===== config.mk =====
export PLATFORM = sky130hd
export DESIGN_NAME = cdma_regs
export DESIGN_NICKNAME = d
export VERILOG_FILES = /design/src/rtl/cdma_pkg.sv /design/src/rtl/cdma_word_fifo.sv /design/src/rtl/cdma_addr_reg.sv /design/src/rtl/cdma_ctrl_reg.sv /design/src/rtl/cdma_regs.sv
export SDC_FILE = /design/constraint.sdc
export NUM_CORES = 1
export LEC_CHECK = 0
export ABC_AREA = 1
export BUFFER_PORTS_ARGS = -buffer_cell sky130_fd_sc_hd__buf_2
export CORE_AREA = 2 2 186 188
export DETAILED_ROUTE_END_ITERATION = 10
export DIE_AREA = 0 0 188 190
export GPL_TIMING_DRIVEN = 0
export MAX_ROUTING_LAYER = met4
export PLACE_DENSITY = 0.8
export SLEW_MARGIN = 20
export SYNTH_ARGS = -nofsm -noshare
export SYNTH_HDL_FRONTEND = slang
export SYNTH_SLANG_ARGS = --single-unit

===== constraint.sdc =====
create_clock -name clk_i -period 2.1 [get_ports clk_i]
set_clock_uncertainty 0.2 [all_clocks]
set_input_delay 0.21 -clock clk_i [delete_from_list [all_inputs] [get_ports clk_i]]
set_output_delay 0.21 -clock clk_i [all_outputs]
set_load 0.01 [all_outputs]

===== src/rtl/cdma_pkg.sv =====
package cdma_pkg;
  localparam int unsigned DATA_W = 32;
  localparam int unsigned BLK_W  = 12;

  // word index of each register
  localparam int unsigned OFF_CTRL = 0;
  localparam int unsigned OFF_SRC  = 1;
  localparam int unsigned OFF_DST  = 2;
  localparam int unsigned OFF_KEY  = 3;
  localparam int unsigned OFF_IV   = 4;

  localparam int unsigned EXEC_BIT  = 31;
  localparam int unsigned IRQEN_BIT = 30;
  localparam int unsigned ERR_BIT   = 29;
  localparam int unsigned CIPH_BIT  = 28;
  localparam int unsigned DEC_BIT   = 27;
  localparam int unsigned CHAIN_BIT = 12;

  typedef struct packed {
    logic             irq_en;
    logic             cipher_en;
    logic             decrypt;
    logic             chain;
    logic [BLK_W-1:0] blocks;
  } cdma_cmd_t;
endpackage


===== src/rtl/cdma_word_fifo.sv =====
module cdma_word_fifo #(
  parameter int unsigned DATA_W = 32,
  parameter int unsigned WORDS  = 4
) (
  input  logic                    clk_i,
  input  logic                    rst_ni,
  input  logic                    wr_i,
  input  logic                    clr_i,
  input  logic [DATA_W-1:0]       wdata_i,
  output logic [DATA_W*WORDS-1:0] data_o
);
  localparam int unsigned PTR_W = (WORDS > 1) ? $clog2(WORDS) : 1;
  localparam logic [PTR_W-1:0] LAST = PTR_W'(WORDS - 1);

  logic [PTR_W-1:0] ptr_q;

  always_ff @(posedge clk_i or negedge rst_ni) begin
    if (!rst_ni)       ptr_q <= '0;
    else if (clr_i)    ptr_q <= '0;
    else if (wr_i)     ptr_q <= (ptr_q == LAST) ? '0 : ptr_q + 1'b1;
  end

  // word 0 is the most significant
  for (genvar i = 0; i < WORDS; i++) begin : g_word
    logic [DATA_W-1:0] word_q;
    always_ff @(posedge clk_i or negedge rst_ni) begin
      if (!rst_ni)                                         word_q <= '0;
      else if (wr_i && !clr_i && ptr_q == PTR_W'(i))       word_q <= wdata_i;
    end
    assign data_o[DATA_W*(WORDS-i)-1 -: DATA_W] = word_q;
  end

  AST_PTR_WRAP: assert property (@(posedge clk_i) disable iff (!rst_ni)
    (wr_i && !clr_i && ptr_q == LAST) |=> (ptr_q == '0));
  AST_PTR_CLEAR: assert property (@(posedge clk_i) disable iff (!rst_ni)
    clr_i |=> (ptr_q == '0));
endmodule


===== src/rtl/cdma_addr_reg.sv =====
module cdma_addr_reg #(
  parameter int unsigned DATA_W     = 32,
  parameter int unsigned ALIGN_BITS = 4
) (
  input  logic              clk_i,
  input  logic              rst_ni,
  input  logic              sw_wr_i,
  input  logic [DATA_W-1:0] sw_data_i,
  input  logic              hw_wr_i,
  input  logic [DATA_W-1:0] hw_data_i,
  output logic [DATA_W-1:0] addr_o
);
  localparam logic [DATA_W-1:0] KEEP = ~((DATA_W'(1) << ALIGN_BITS) - DATA_W'(1));

  logic [DATA_W-1:0] addr_q;

  always_ff @(posedge clk_i or negedge rst_ni) begin
    if (!rst_ni)       addr_q <= '0;
    else if (sw_wr_i)  addr_q <= sw_data_i & KEEP;
    else if (hw_wr_i)  addr_q <= hw_data_i & KEEP;
  end

  assign addr_o = addr_q;

  AST_SW_WINS: assert property (@(posedge clk_i) disable iff (!rst_ni)
    sw_wr_i |=> (addr_o == ($past(sw_data_i) & KEEP)));
  AST_HW_LOAD: assert property (@(posedge clk_i) disable iff (!rst_ni)
    (hw_wr_i && !sw_wr_i) |=> (addr_o == ($past(hw_data_i) & KEEP)));
endmodule


===== src/rtl/cdma_ctrl_reg.sv =====
module cdma_ctrl_reg
  import cdma_pkg::*;
(
  input  logic              clk_i,
  input  logic              rst_ni,
  input  logic              wr_i,
  input  logic [DATA_W-1:0] wdata_i,
  input  logic              seq_busy_i,
  input  logic              seq_err_i,
  input  logic              seq_done_i,
  output cdma_cmd_t         cmd_o,
  output logic              start_o,
  output logic              reset_o,
  output logic              irq_o,
  output logic [DATA_W-1:0] rdata_o
);
  cdma_cmd_t cmd_q;
  logic      err_q, start_q, rst_q, irq_q;
  logic      unused_bits;

  assign unused_bits = ^wdata_i[DEC_BIT-1:CHAIN_BIT+1];

  always_ff @(posedge clk_i or negedge rst_ni) begin
    if (!rst_ni) begin
      cmd_q   <= '0;
      err_q   <= 1'b0;
      start_q <= 1'b0;
      rst_q   <= 1'b0;
      irq_q   <= 1'b0;
    end else begin
      start_q <= wr_i &  wdata_i[EXEC_BIT];
      rst_q   <= wr_i & ~wdata_i[EXEC_BIT];
      if (wr_i) begin
        cmd_q.irq_en    <= wdata_i[IRQEN_BIT];
        cmd_q.cipher_en <= wdata_i[CIPH_BIT];
        cmd_q.decrypt   <= wdata_i[DEC_BIT];
        cmd_q.chain     <= wdata_i[CHAIN_BIT];
        cmd_q.blocks    <= wdata_i[BLK_W-1:0];
      end
      if (seq_err_i)  err_q <= 1'b1;
      else if (wr_i)  err_q <= wdata_i[ERR_BIT];
      // completion beats the clearing write
      if (seq_done_i && cmd_q.irq_en) irq_q <= 1'b1;
      else if (wr_i)                  irq_q <= 1'b0;
    end
  end

  always_comb begin
    rdata_o              = '0;
    rdata_o[EXEC_BIT]    = seq_busy_i | start_q;
    rdata_o[IRQEN_BIT]   = cmd_q.irq_en;
    rdata_o[ERR_BIT]     = err_q;
    rdata_o[CIPH_BIT]    = cmd_q.cipher_en;
    rdata_o[DEC_BIT]     = cmd_q.decrypt;
    rdata_o[CHAIN_BIT]   = cmd_q.chain;
    rdata_o[BLK_W-1:0]   = cmd_q.blocks;
  end

  assign cmd_o   = cmd_q;
  assign start_o = start_q;
  assign reset_o = rst_q;
  assign irq_o   = irq_q;

  AST_START_CAUSE: assert property (@(posedge clk_i) disable iff (!rst_ni)
    start_o |-> $past(wr_i && wdata_i[EXEC_BIT]));
  AST_START_NO_RESET: assert property (@(posedge clk_i) disable iff (!rst_ni)
    !(start_o && reset_o));
  AST_ERR_STICKY: assert property (@(posedge clk_i) disable iff (!rst_ni)
    seq_err_i |=> rdata_o[ERR_BIT]);
  AST_IRQ_HOLD: assert property (@(posedge clk_i) disable iff (!rst_ni)
    (irq_o && !wr_i) |=> irq_o);
  AST_IRQ_RAISE: assert property (@(posedge clk_i) disable iff (!rst_ni)
    (seq_done_i && cmd_o.irq_en) |=> irq_o);
endmodule


===== src/rtl/cdma_regs.sv =====
module cdma_regs
  import cdma_pkg::*;
#(
  parameter int unsigned ADDR_W     = 5,
  parameter int unsigned FIFO_WORDS = 4,
  parameter int unsigned ALIGN_BITS = 4
) (
  input  logic                         clk_i,
  input  logic                         rst_ni,
  input  logic                         reg_wr_i,
  input  logic [ADDR_W-1:0]            reg_addr_i,
  input  logic [DATA_W-1:0]            reg_wdata_i,
  output logic [DATA_W-1:0]            reg_rdata_o,
  input  logic                         seq_busy_i,
  input  logic                         seq_err_i,
  input  logic                         seq_done_i,
  input  logic                         seq_wb_i,
  input  logic [DATA_W-1:0]            seq_src_i,
  input  logic [DATA_W-1:0]            seq_dst_i,
  output logic                         cmd_start_o,
  output logic                         cmd_reset_o,
  output logic                         cmd_decrypt_o,
  output logic                         cmd_cipher_en_o,
  output logic                         cmd_chain_o,
  output logic [BLK_W-1:0]             cmd_blocks_o,
  output logic [DATA_W*FIFO_WORDS-1:0] key_o,
  output logic [DATA_W*FIFO_WORDS-1:0] iv_o,
  output logic [DATA_W-1:0]            src_addr_o,
  output logic [DATA_W-1:0]            dst_addr_o,
  output logic                         irq_o
);
  localparam int unsigned IDX_W = ADDR_W - 2;

  logic [IDX_W-1:0]  idx;
  logic              aligned;
  logic              wr_ctrl, wr_src, wr_dst, wr_key, wr_iv;
  logic [DATA_W-1:0] ctrl_rdata;
  cdma_cmd_t         cmd;

  assign idx     = reg_addr_i[ADDR_W-1:2];
  assign aligned = (reg_addr_i[1:0] == 2'b00);
  assign wr_ctrl = reg_wr_i && aligned && idx == IDX_W'(OFF_CTRL);
  assign wr_src  = reg_wr_i && aligned && idx == IDX_W'(OFF_SRC);
  assign wr_dst  = reg_wr_i && aligned && idx == IDX_W'(OFF_DST);
  assign wr_key  = reg_wr_i && aligned && idx == IDX_W'(OFF_KEY);
  assign wr_iv   = reg_wr_i && aligned && idx == IDX_W'(OFF_IV);

  cdma_ctrl_reg u_ctrl (
    .clk_i      (clk_i),
    .rst_ni     (rst_ni),
    .wr_i       (wr_ctrl),
    .wdata_i    (reg_wdata_i),
    .seq_busy_i (seq_busy_i),
    .seq_err_i  (seq_err_i),
    .seq_done_i (seq_done_i),
    .cmd_o      (cmd),
    .start_o    (cmd_start_o),
    .reset_o    (cmd_reset_o),
    .irq_o      (irq_o),
    .rdata_o    (ctrl_rdata)
  );

  cdma_word_fifo #(.DATA_W(DATA_W), .WORDS(FIFO_WORDS)) u_key (
    .clk_i   (clk_i),
    .rst_ni  (rst_ni),
    .wr_i    (wr_key),
    .clr_i   (cmd_reset_o),
    .wdata_i (reg_wdata_i),
    .data_o  (key_o)
  );

  cdma_word_fifo #(.DATA_W(DATA_W), .WORDS(FIFO_WORDS)) u_iv (
    .clk_i   (clk_i),
    .rst_ni  (rst_ni),
    .wr_i    (wr_iv),
    .clr_i   (cmd_reset_o),
    .wdata_i (reg_wdata_i),
    .data_o  (iv_o)
  );

  cdma_addr_reg #(.DATA_W(DATA_W), .ALIGN_BITS(ALIGN_BITS)) u_src (
    .clk_i     (clk_i),
    .rst_ni    (rst_ni),
    .sw_wr_i   (wr_src),
    .sw_data_i (reg_wdata_i),
    .hw_wr_i   (seq_wb_i),
    .hw_data_i (seq_src_i),
    .addr_o    (src_addr_o)
  );

  cdma_addr_reg #(.DATA_W(DATA_W), .ALIGN_BITS(ALIGN_BITS)) u_dst (
    .clk_i     (clk_i),
    .rst_ni    (rst_ni),
    .sw_wr_i   (wr_dst),
    .sw_data_i (reg_wdata_i),
    .hw_wr_i   (seq_wb_i),
    .hw_data_i (seq_dst_i),
    .addr_o    (dst_addr_o)
  );

  assign cmd_decrypt_o   = cmd.decrypt;
  assign cmd_cipher_en_o = cmd.cipher_en;
  assign cmd_chain_o     = cmd.chain;
  assign cmd_blocks_o    = cmd.blocks;

  always_comb begin
    reg_rdata_o = '0;
    if (aligned) begin
      if (idx == IDX_W'(OFF_CTRL))     reg_rdata_o = ctrl_rdata;
      else if (idx == IDX_W'(OFF_SRC)) reg_rdata_o = src_addr_o;
      else if (idx == IDX_W'(OFF_DST)) reg_rdata_o = dst_addr_o;
    end
  end

  AST_WO_PORT_ZERO: assert property (@(posedge clk_i) disable iff (!rst_ni)
    (aligned && (idx == IDX_W'(OFF_KEY) || idx == IDX_W'(OFF_IV))) |-> (reg_rdata_o == '0));
  AST_ONE_STROBE: assert property (@(posedge clk_i) disable iff (!rst_ni)
    $onehot0({wr_ctrl, wr_src, wr_dst, wr_key, wr_iv}));
  AST_ALIGNED_ADDR: assert property (@(posedge clk_i) disable iff (!rst_ni)
    (src_addr_o[ALIGN_BITS-1:0] == '0) && (dst_addr_o[ALIGN_BITS-1:0] == '0));
endmodule


==> out/results.ini, run 1 <==
[run_status]
run_status=finished, final reports clean

[synthesis]
synth.cell_area_sq_um=15400
yosysSeqAreaShare=0.547
syn-instance-count=1871
ys_seq_elements=336
ys_warn_count=0
synth_area_per_cell_sq_um=8.21
ys_types=21

[global_routing]
grt_pass1_vias=16000
grt_pass1_wl_um=95800
grt_max_degree=93
grt_remaining_overflow=0
antenna_found_initial=0
grtUsageTotal=0.367

[pwr]
leakagePower_nw=11.9
cellPowerDensity_nw_per_um2=851
ir_drop_mv=0.598
fin_total_pwr_mw=17.3

[clocking]
clk_pin_slew_ns=0.06
cts_made_buffers=37
clock-root-buffer=clkbuf_16
worstSkewPairLatency_ns=0.53
cts_htree_levels=2
cts_tree=done
clkSinkCount=336
cts_buffer_depth=3

[die]
num_rows=68
die_w_um=188
core-area_sq_um=33900
die_area_sq_um=35700
initial_core_util=0.453
pin_count=478
die_h_um=190

[finish]
drive_above_1_share=0.259
layout.nets=2553
fin_util=0.600
syn2layout_area_growth_pct=32.5
num_antenna_cells=0
n_fill_cell=2973
fin_area_sq_um=20400
seq_area_sq_um=8410
multiInputGateArea_sq_um=5790

[detailed_routing]
wl_per_cell_um=22.2
drcViolationCount=0
dr.pass1.iters=6
via_per_inst=5.74
drtAntennaViolNets=0
drt-total-wl_um=64700
vias=16800
drtIter0Drc=1991

[placement]
dpl_cell_area_sq_um=18300
gp_congestion=0.959
dp_hpwl_um=44600
place_ws_ns=-0.326
io_buffers=443

[sta]
hold_violations=0
fin_crit_sh=0.978
slew_headroom=0.143
min_period_ns=2.05
grt_setup_unrepaired=no
tightest_slew_ns=1.29
fmax_mhz=487
slew_viol_final=0
worst_hold_slack_ns=0.0459
setup_viol=0
finalWorstSetupSlack_ns=0.0462

[worst_setup_path]
rr_startpoint=u_ctrl.reset_o
worst-path-buf-inv=1
reg2reg_to=u_iv.g_word[3].word_q[14]
crit_required_ns=1.69
cp-start-kind=flop
slowest_stage=dfrtp_1
critPathMaxStageDelay_ns=0.50
crit_chain=o211ai_1 > a21oi_1 > buf_2
worst_r2r_path_depth=5
cp-end-kind=output pin
criticalPathCategory=flop to output pin
cp_top_family=flip-flops
worst-endpoint-arrival_ns=1.64
reg2reg_slack_ns=0.06
path_max_fanout=3

[hold_path]
hold_depth=5
min_from=reg_wr_i
hold_path.class=primary input to flop
min_to=u_ctrl.cmd_o[3]

[job]
cap_viol_max_count=0

## flip-flops by register name (all words and copies together), names as in the netlist
signal,flops
u_ctrl.start_o,1
u_ctrl.cmd_o,16
u_iv.g_word.word_q,128
u_key.g_word.word_q,128
u_ctrl.err_q,1
u_iv.ptr_q,2
u_src.addr_o,28
u_dst.addr_o,28
u_ctrl.irq_o,1
u_ctrl.reset_o,1
u_key.ptr_q,2
## cell usage after synthesis
master / count / share of area
nand2_4: 1 / 0.00073
inv_2: 7 / 0.0017
o211ai_1: 14 / 0.0068
a21oi_1: 29 / 0.0094
nor2_4: 2 / 0.0015
ha_1: 8 / 0.0065
o21ai_0: 14 / 0.0046
clkbuf_1: 123 / 0.030
nand3_1: 127 / 0.041
buf_1: 14 / 0.0034
nand4_1: 256 / 0.10
dfrtp_1: 336 / 0.55
nor2_1: 9 / 0.0022
nand2_1: 792 / 0.19
nor2_8: 1 / 0.0013
or2_2: 1 / 0.00041
buf_4: 34 / 0.017
nor2_2: 3 / 0.0012
buf_2: 34 / 0.011
inv_1: 65 / 0.016
conb_1: 1 / 0.00024
## kinds of logic after synthesis
group | share of synthesized area
simple gates | 0.346
compound gates | 0.0208
flops | 0.547
buf+inv | 0.0787
fa+ha+maj | 0.00651
other cells | 0.000244
## per-layer routing
layer  routed length (um)  GRT usage
met5                    0          -
met4                 4040      0.191
met3                 8080      0.110
met2                28500      0.543
met1                24200      0.455
## placed cells by master, fill, tap and decap left out, types with 2 or more instances in the layout
master	n
a21oi_1	27
a21oi_2	2
buf_1	11
buf_16	3
buf_2	477
buf_4	34
buf_8	2
bufinv_16	3
clkbuf_1	90
clkbuf_16	38
clkbuf_2	39
clkbuf_4	3
clkbuf_8	8
clkinv_2	5
clkinvlp_4	2
conb_1	8
dfrtp_1	335
dlygate4sd3_1	73
ha_1	8
inv_1	65
inv_2	6
nand2_1	792
nand3_1	126
nand4_1	256
nor2_1	9
nor2_2	3
nor2_4	2
o211ai_1	14
o21ai_0	9
o21ai_1	4
## how the worst max path moves through the flow
| stage | slack (ns) | cells after the start | end | from |
|---|---|---|---|---|
| 2_1_floorplan | 0.49 | 6 | u_iv.g_word[0].word_q[13] | u_ctrl.reset_o |
| 3_3_place_gp | -5.71 | 1 | u_dst.addr_o[25] | rst_ni |
| 3_5_place_dp | -0.33 | 5 | u_iv.g_word[0].word_q[7] | u_ctrl.reset_o |
| 4_1_cts | 0.005 | 6 | u_key.g_word[1].word_q[26] | u_ctrl.reset_o |
| 5_1_grt | 0.007 | 3 | reg_rdata_o[4] | u_dst.addr_o[4] |
| 6_report | 0.05 | 3 | reg_rdata_o[4] | u_dst.addr_o[4] |
## final cells by class
type	instances	area share
Multi-Input combinational cell	1265	0.284
Tap cell	455	0.0280
Sequential cell	336	0.413
Clock inverter	12	0.00817
Buffer	204	0.0490
Inverter	72	0.0134
Timing Repair Buffer	521	0.151
Clock buffer	54	0.0536
## worst reg2reg max path, stage by stage (launching register included)
cell and delay (ns):
dfrtp_2 0.50, inv_2 0.18, clkbuf_2 0.33, clkbuf_1 0.43, nand4_1 0.21, nand2_1 0.15
## through the flow
step	instances	setup TNS (ns)
2_1_floorplan	1878	0
3_3_place_gp	2776	-1946.07
3_5_place_dp	2780	-36.02
4_1_cts	2919	0
5_1_grt	2919	0
6_report	2919	0
## what timing repair did
| action | 4_1_cts | 5_1_grt |
|---|---|---|
| buffers inserted | 0 | 0 |
| hold buffers | 73 | 0 |
| hold endpoints to repair | 162 | 0 |
| endpoints found under the setup margin | 228 | 216 |
| resized for setup | 22 | 42 |
## power by group
group          total, mW  switching, mW  internal (mW)  leakage [nW]
sequential          7.55          0.471           7.08          4.48
combinational       3.01           1.97           1.04          6.77
clock               6.76           2.76           4.00         0.614
total               17.3           5.20           12.1          11.9
No activity file was read; power rests on OpenSTA's default activity.
==> run 2: changes to the inputs <==
clock period = 1.89 ns   (was 2.1 ns; I/O delays follow)
==> run 2 against run 1 <==
The flow now finishes with violations (negative hold slack, negative setup slack). Largest cell class unchanged. Global-route usage is 0.087 points higher. Worst setup slack got worse by 0.082 ns. Critical path type is now primary input to flop. Critical endpoint is now u_key.g_word[3].word_q[8]. Sequential share of layout area shrank 0.36 points. Clock-buffer cell count stayed put. Utilization grew 0.57 points. Clock power grew 11%. Via count increased by 0.17%. Power up 11%. Register-to-register slack about the same. Sequential power grew 11%. Design area grew 0.95%.
==> out/results.ini, run 2 (same netlist as run 1, synthesis figures left out) <==
[worst_setup_path]
crit_required_ns=2.14  ; +0.45 ns
cp-start-kind=primary input
crit_chain=dlygate4sd3_1 > buf_2 > clkbuf_1 > nand4_1 > nand2_1
worst_r2r_path_depth=5  ; unchanged
critPathMaxStageDelay_ns=0.93  ; +0.43 ns
worst-endpoint-arrival_ns=2.18  ; +0.54 ns
path_max_fanout=10  ; +7
slowest_stage=clkbuf_1
cp-end-kind=flop
criticalPathCategory=primary input to flop
reg2reg_slack_ns=0.07  ; about the same

[sta]
slew_viol_final=0  ; unchanged
min_period_ns=1.93
hold_violations=1  ; +1
fin_crit_sh=1.02
grt_setup_unrepaired=yes
finalWorstSetupSlack_ns=-0.0358  ; -0.0820 ns
worst_hold_slack_ns=-0.00486  ; -0.0508 ns
slew_headroom=0.154  ; +0.0105
tns_ns=-0.0555  ; -0.0555 ns
setup_viol=2  ; +2
fmax_mhz=519
tightest_slew_ns=1.27  ; -0.0158 ns

[pwr]
cellPowerDensity_nw_per_um2=939  ; +10%
p_seq_frac=0.434  ; -0.002
ir_drop_mv=0.665  ; +11%
pwr-share-comb=0.177  ; +0.003
internal_power_mw=13.5  ; +12%
p_switching_mw=5.78  ; +11%
swShare=0.299  ; -0.000662
leakagePower_nw=12.0  ; +1.1%
fin_total_pwr_mw=19.3  ; +11%
clkPwrFrac=0.389  ; about the same

[finish]
n_fill_cell=2945  ; -0.94%
layout_commonest_cell=nand2_1
drive_above_1_share=0.282  ; +0.0233
seq_area_sq_um=8410  ; about the same
syn2layout_area_growth_pct=33.8
multiInputGateArea_sq_um=5840  ; +0.91%
layout.nets=2559  ; +0.24%
reg.largest.list=u_iv.g_word.word_q: 128 flops, u_key.g_word.word_q: 128 flops
final_cell_mix=nand2_1, buf_2, dfrtp_1

[clocking]
cts_htree_levels=2  ; unchanged
clock-root-buffer=clkbuf_16
cts_buffer_depth=3  ; unchanged
clk_pin_slew_ns=0.06  ; about the same
cts_made_buffers=37  ; unchanged
cts_tree=done
clkSinkCount=336  ; unchanged
worstSkewPairLatency_ns=0.53  ; about the same

[detailed_routing]
vias=16800  ; +0.17%
dr.pass1.iters=6  ; unchanged
drtIter0Drc=1968  ; -1.2%
via_per_inst=5.74  ; about the same
wl_per_cell_um=22.1  ; -0.18%
drt-total-wl_um=64800  ; about the same
drcViolationCount=0  ; unchanged
drtAntennaViolNets=0  ; unchanged

[placement]
dp_hpwl_um=44600  ; unchanged
gp_congestion=0.959  ; unchanged
io_buffers=443  ; unchanged

[die]
num_rows=68  ; unchanged
core-area_sq_um=33900  ; unchanged
die_w_um=188  ; unchanged
die_area_sq_um=35700  ; unchanged
die_h_um=190  ; unchanged
pin_count=478  ; unchanged
initial_core_util=0.453  ; unchanged

[global_routing]
grt_remaining_overflow=0  ; unchanged
grtUsageMet3=0.110  ; unchanged
grt_max_degree=93  ; unchanged
antenna_found_initial=1  ; +1
grt_busiest_layer=met2
met1_usage=0.457  ; +0.00214
grt_pass1_wl_um=96000  ; +0.24%
grt_pass1_vias=16100  ; +0.19%
grtUsageMet2=0.545  ; +0.00199
grtUsageTotal=0.367  ; +0.000871

[job]
cap_viol_max_count=0  ; unchanged

[hold_path]
hold_path.class=primary input to async pin

[run_status]
run_status=finished, violations left
violations=negative hold slack, negative setup slack

==> run 2: worst paths after layout <==
check                                           from                    endpoint
max                                   reg_wdata_i[8]   u_key.g_word[3].word_q[8]
min                                           rst_ni  u_key.g_word[1].word_q[18]
max reg2reg                           u_ctrl.reset_o  u_key.g_word[1].word_q[26]
min reg2reg                u_iv.g_word[0].word_q[14]   u_iv.g_word[0].word_q[14]
max in group asynchronous                     rst_ni             u_ctrl.cmd_o[6]
min in group clk_i                     reg_addr_i[3]             u_dst.addr_o[5]
==> run 2: power by group through the flow <==
| stage | combinational [mW] | clock, mW | sequential, mW |
|---|---|---|---|
| 2_1_floorplan | 1.29 | 0 | 8.66 |
| 6_report | 3.42 | 7.50 | 8.38 |
| 4_1_cts | 3.30 | 7.56 | 8.36 |
| 3_5_place_dp | 3.15 | 0 | 8.48 |
| 5_1_grt | 3.69 | 7.84 | 8.43 |
| 3_3_place_gp | 3.05 | 0 | 8.46 |
==> run 2: area by class of cell <==
class,count,area share
clock inverters,12,0.00810
flip-flops and latches,336,0.409
diodes,1,0.000122
plain buffers,201,0.0514
repair buffers,530,0.153
multi-input cells,1265,0.284
inverters,72,0.0135
well taps,455,0.0277
clock buffers,54,0.0531
==> run 2: worst max-delay path: cells and delay by family <==
family	cells	cell delay, ns
buffers and inverters	3	1.57
and+or+nand+nor	2	0.40
==> run 2: what timing repair did <==
action,in CTS,in global routing
hold buffers,73,0
buffers inserted,2,8
gates resized for setup,63,99
setup endpoints to repair,285,320
pin swaps,6,6
endpoints found under the hold margin,162,0
==> run 2: layer usage <==
layer | up-vias | wire, um | part of all wire
met2 | 1222 | 28500 | 0.44
met3 | 276 | 8140 | 0.13
li1 | 7288 | - | -
met5 | - | 0 | 0
met4 | 0 | 4080 | 0.063
met1 | 7996 | 24000 | 0.37
==> run 2: through the flow <==
step	std cells	area, sq um	worst slack, ns	utilization	hold WS, ns
6_report	2926	20600	-0.0358	0.605	-0.00486
2_1_floorplan	1878	15400	0.277	-	-0.307
5_1_grt	2926	20600	-0.0633	0.605	0.0295
4_1_cts	2919	20400	-0.0320	0.601	0.00297
3_5_place_dp	2780	18300	-0.536	0.539	0.0650
3_3_place_gp	2776	18200	-5.90	0.535	0.194
